===== config.mk =====
export PLATFORM = sky130hd
export DESIGN_NAME = burst_addr_gen
export DESIGN_NICKNAME = d
export VERILOG_FILES = /design/src/rtl/bag_pkg.sv /design/src/rtl/bag_beat_fsm.sv /design/src/rtl/bag_base_reg.sv /design/src/rtl/bag_low_map.sv /design/src/rtl/burst_addr_gen.sv
export SDC_FILE = /design/constraint.sdc
export NUM_CORES = 1
export LEC_CHECK = 0
export BUFFER_PORTS_ARGS = -buffer_cell sky130_fd_sc_hd__buf_2
export CAP_MARGIN = 20
export CORE_MARGIN = 1
export CORE_UTILIZATION = 45
export CTS_CLUSTER_DIAMETER = 40
export DETAILED_ROUTE_END_ITERATION = 8
export HOLD_SLACK_MARGIN = 0.08
export PLACE_DENSITY_LB_ADDON = 0.15
export SLEW_MARGIN = 20
export SYNTH_ARGS = -nofsm -noshare
export SYNTH_HDL_FRONTEND = slang
export SYNTH_SLANG_ARGS = --single-unit

===== constraint.sdc =====
create_clock -name clk -period 1.3 [get_ports clk]
set_clock_uncertainty 0.15 [all_clocks]
set_input_delay 0.26 -clock clk [delete_from_list [all_inputs] [get_ports clk]]
set_output_delay 0.26 -clock clk [all_outputs]
set_load 0.02 [all_outputs]

===== src/rtl/bag_pkg.sv =====
package bag_pkg;
    typedef enum logic [1:0] {
        BEAT_0 = 2'd0,
        BEAT_1 = 2'd1,
        BEAT_2 = 2'd2,
        BEAT_3 = 2'd3
    } beat_e;

    localparam int OFS_W = 2;
endpackage


===== src/rtl/bag_beat_fsm.sv =====
module bag_beat_fsm
    import bag_pkg::*;
(
    input  logic             clk,
    input  logic             rst,
    input  logic             start_i,
    input  logic             step_n_i,
    output logic [OFS_W-1:0] beat_o
);
    beat_e beat_q, beat_d;

    // state register
    always_ff @(posedge clk) begin
        if (rst) beat_q <= BEAT_0;
        else     beat_q <= beat_d;
    end

    // next-state: LOAD has priority over STEP, otherwise HOLD
    always_comb begin
        beat_d = beat_q;
        if (start_i) begin
            beat_d = BEAT_0;
        end else if (!step_n_i) begin
            unique case (beat_q)
                BEAT_0: beat_d = BEAT_1;
                BEAT_1: beat_d = BEAT_2;
                BEAT_2: beat_d = BEAT_3;
                BEAT_3: beat_d = BEAT_0;
                default: beat_d = BEAT_0;
            endcase
        end
    end

    // output process
    always_comb begin
        beat_o = beat_q;
    end

    // a start always lands in BEAT_0
    a_r5_load_first: assert property (@(posedge clk) disable iff (rst)
        start_i |=> beat_q == BEAT_0);

    // an advance moves one beat forward
    a_r6_step_one: assert property (@(posedge clk) disable iff (rst)
        (!start_i && !step_n_i) |=> beat_q == beat_e'($past(beat_q) + 2'd1));

    // hold keeps the beat
    a_r7_hold_beat: assert property (@(posedge clk) disable iff (rst)
        (!start_i && step_n_i) |=> $stable(beat_q));

    // wrap after the fourth beat
    a_r8_wrap_first: assert property (@(posedge clk) disable iff (rst)
        (!start_i && !step_n_i && beat_q == BEAT_3) |=> beat_q == BEAT_0);
endmodule


===== src/rtl/bag_base_reg.sv =====
module bag_base_reg #(
    parameter int AW = 20
) (
    input  logic          clk,
    input  logic          rst,
    input  logic          start_i,
    input  logic [AW-1:0] addr_i,
    output logic [AW-1:0] base_o
);
    logic [AW-1:0] base_q;

    always_ff @(posedge clk) begin
        if (rst)          base_q <= '0;
        else if (start_i) base_q <= addr_i;
    end

    assign base_o = base_q;

    // reset leaves the base at zero
    a_r9_base_clear: assert property (@(posedge clk)
        disable iff (start_i) rst |=> base_q == '0);
endmodule


===== src/rtl/bag_low_map.sv =====
module bag_low_map
    import bag_pkg::*;
(
    input  logic             mode_ilv_i,
    input  logic [OFS_W-1:0] base_lo_i,
    input  logic [OFS_W-1:0] beat_i,
    output logic [OFS_W-1:0] lo_o
);
    logic [OFS_W-1:0] ilv_lo;
    logic [OFS_W-1:0] lin_lo;

    always_comb begin
        ilv_lo = base_lo_i ^ beat_i;   // interleaved order
        lin_lo = base_lo_i + beat_i;   // linear order, wraps mod 4
        lo_o   = mode_ilv_i ? ilv_lo : lin_lo;
    end
endmodule


===== src/rtl/burst_addr_gen.sv =====
module burst_addr_gen
    import bag_pkg::*;
#(
    parameter int AW = 20
) (
    input  logic          clk,
    input  logic          rst,
    input  logic          burst_start_i,
    input  logic [AW-1:0] addr_i,
    input  logic          step_n_i,
    input  logic          mode_ilv_i,
    output logic [AW-1:0] addr_o
);
    localparam int HI_W = AW - OFS_W;

    logic [AW-1:0]    base;
    logic [OFS_W-1:0] beat;
    logic [OFS_W-1:0] lo;

    bag_beat_fsm u_fsm (
        .clk      (clk),
        .rst      (rst),
        .start_i  (burst_start_i),
        .step_n_i (step_n_i),
        .beat_o   (beat)
    );

    bag_base_reg #(.AW(AW)) u_base (
        .clk     (clk),
        .rst     (rst),
        .start_i (burst_start_i),
        .addr_i  (addr_i),
        .base_o  (base)
    );

    bag_low_map u_map (
        .mode_ilv_i (mode_ilv_i),
        .base_lo_i  (base[OFS_W-1:0]),
        .beat_i     (beat),
        .lo_o       (lo)
    );

    assign addr_o = {base[AW-1:OFS_W], lo};

    // upper bits kept outside a start
    a_r1_upper_hold: assert property (@(posedge clk) disable iff (rst)
        !burst_start_i |=> $stable(addr_o[AW-1:OFS_W]));

    // upper bits follow the captured address after a start
    a_r1_upper_load: assert property (@(posedge clk) disable iff (rst)
        burst_start_i |=> addr_o[AW-1:OFS_W] == $past(addr_i[AW-1:OFS_W]));

    initial begin
        a_r1_width_ok: assert (HI_W >= 1);
    end
endmodule


==> out/metrics.yaml <==
sta:
  max_slew_margin_pct: 81.8
  setup_viol: 2
  whs_ns: 0.133
  timing.final.crit_share_pct: 123
  maxClockFrequency_ghz: 0.627
  fin_crit_ns: 1.60
  rsz0062_at_grt: "yes"
  setup_ws_ns: -0.295
  setup_tns_ns: -0.412
  slew_viol_final: 0
  finalHoldViolations: 0
  worstMarginPinSlew_ns: 0.272
final_layout:
  fin_nets: 174
  fin_area_um2: 1420
  drive_gt1_share_pct: 40.0
  final_util_pct: 69.3
  antenna_cells: 0
  area_delta_synth_final_pct: 38.8
grt:
  grt-ovfl-total: 0
  antenna_found_initial: 0
  grtUsageMet1_pct: 17.7
  grt_use_met3_pct: 2.47
  top_usage_layer: "met2"
  grt_max_degree: 23
  grt_pass1_wl_um: 3220
  track_usage_pct: 17.2
  grt_pass1_vias: 786
  use_met2_pct: 33.6
synth:
  ys_top_cells_by_area: "dfxtp_1, mux2i_1, buf_4"
  netlist.area_leader.share_pct: 43.2
  syn_nets: 125
  syn_inst: 97
  async_reset_ff_share_pct: 0
  netlist_top_cells_count: "dfxtp_1, mux2i_1, nor2_1, buf_4, ha_1"
  synth.distinct_cells: 15
  synth_area_um2: 1020
  synth-seq-cells: 22
  yosysTopAreaCell: "dfxtp_1"
  yosysSeqAreaShare_pct: 43.2
  synth_warnings: 0
  synth_top_flop_cell: "dfxtp_1"
  synth_edf_count: 0
  yosysMostFrequentCell: "dfxtp_1"
  syn_avg_cell_area_um2: 10.5
floorplan:
  dieArea_um2: 2460
  start_util_pct: 49.9
  io_pins: 45
  coreArea_um2: 2040
  die_h_um: 49.6
  die_x_um: 49.6
  num_rows: 16
pwr:
  clock_power_share_pct: 33.0
  p_per_area_nw_per_um2: 1080
  seq_power_share_pct: 48.0
  p_sw_mw: 0.351
  max-vdd-ir-drop_mv: 0.770
  power_frac_comb_pct: 19.1
  p_leak_nw: 0.711
  intPower_mw: 1.18
  switching_share_pct: 22.9
clocking:
  clockBufferDepth: 2
  numClockSinks: 22
  clockRootBuffer: "clkbuf_4"
  htreeDepth: 1
  clkSlewWorstSetupHoldPaths_ns: 0.12
  insertion_delay_ns: 0.30
  cts_tree: "yes"
  cts_buffers: 3
drt:
  vias: 766
  drt_iter0_drc: 4
  post_drt_wl_per_cell_um: 10.4
  drc: 0
  drtAntennaViolNets: 0
  via_per_inst: 4.45
  finalWirelength_um: 1790
  first_pass_iters: 2
setup_path:
  endpoint_kind: "output pin"
  worst_path_largest_cell_delay_ns: 0.37
  crit_slowest_cell: "dfxtp_2"
  setup.worst_path.class: "reg -> out"
  cp.arrival_ns: 1.19
  critPathLaunchType: "flip-flop"
  path_cells: "ha_4 -> nor2b_4 -> xnor2_2 -> buf_4"
  path_max_fanout: 2
  crit_required_ns: 0.89
place:
  postPlaceCellArea_um2: 1110
  routabilityCongestion: 0.617
  portBuffers: 44
  dp_hpwl_um: 1140
run:
  drv_cap: 0
min_path:
  hold_class: "in -> reg"
status:
  status: "finished, violations left"
  violations: "setup timing"
kinds of logic after synthesis:
| family | synth area share [%] |
|---|---|
| buffers and inverters | 19.9 |
| AND/OR/NAND/NOR | 9.45 |
| flip-flops | 43.2 |
| multiplexers | 20.6 |
| adder cells (fa/ha/maj) | 3.68 |
| XOR/XNOR | 1.72 |
| AO/OA/AOI/OAI | 1.47 |
path summary, 6_finish.rpt:
path,cells past startpoint,slack (ns),startpoint,endpoint
worst max-delay path,4,-0.30,u_fsm.beat_o[0],addr_o[1]
worst min-delay path,2,0.13,rst,u_base.base_o[12]
worst max register to register,4,0.07,u_fsm.beat_o[1],u_fsm.beat_o[0]
worst min register to register,2,0.35,u_base.base_o[9],u_base.base_o[9]
power by group through the flow:
stage / Combinational, mW / Clock (mW) / Sequential [mW]
after global placement: 0.229 / 0 / 0.745
after detailed placement: 0.233 / 0 / 0.746
after CTS: 0.292 / 0.522 / 0.734
after global routing: 0.320 / 0.547 / 0.740
after floorplan: 0.204 / 0 / 0.743
final: 0.292 / 0.505 / 0.734
flip-flops by register name (all words and copies together), names as in the netlist:
register,count
u_base.base_o,20
u_fsm.beat_o,2
layer usage:
metal | up-vias | part of all wire [%]
li1 | 391 | -
met1 | 351 | 39
met2 | 22 | 55
met3 | 2 | 5.2
met4 | 0 | 0.95
met5 | - | 0
cell usage in the layout (no fill, tap or decap):
master and n:
a2111oi_2 1, buf_12 1, buf_2 42, buf_4 2, buf_6 1, bufinv_16 1
clkbuf_4 3, dfxtp_1 20, dfxtp_2 2, dlygate4sd3_1 21, ha_1 2, ha_4 1
inv_1 2, mux2i_1 21, nor2_1 20, nor2b_4 1, nor3_1 1, nor3_2 1
xnor2_2 2
metrics by stage:
step / power [mW] / std cells / setup slack, ns
finish: 1.53 / 172 / -0.295
global route: 1.61 / 172 / -0.345
CTS: 1.55 / 172 / -0.307
detailed placement: 0.979 / 147 / -0.0659
global placement: 0.974 / 147 / -0.0426
floorplan: 0.946 / 97 / 0.0305
critical path: cells and delay by family, from the launching register on:
kind	cells	cell delay [ns]
DFF	1	0.37
and+or+nand+nor	1	0.14
buffers and inverters	1	0.15
xor gates and xnor gates	1	0.11
adders and majority gates	1	0.13
what timing repair did:
| item | CTS | global route |
|---|---|---|
| setup buffers | 0 | 0 |
| hold buffers | 21 | 0 |
| endpoints found under the hold margin | 21 | 0 |
| gates resized for setup | 10 | 0 |
| endpoints found under the setup margin | 2 | 3 |
| pin swaps | 1 | 1 |
layout make-up:
class	count	area, um^2
well taps	27	33.8
multi-input cells	50	412
flip-flops and latches	22	443
fillers	161	627
clock inverters	1	30.0
repair buffers	67	467
inverters	2	7.51
clock buffers	3	22.5
No activity file was read; power rests on OpenSTA's default activity.
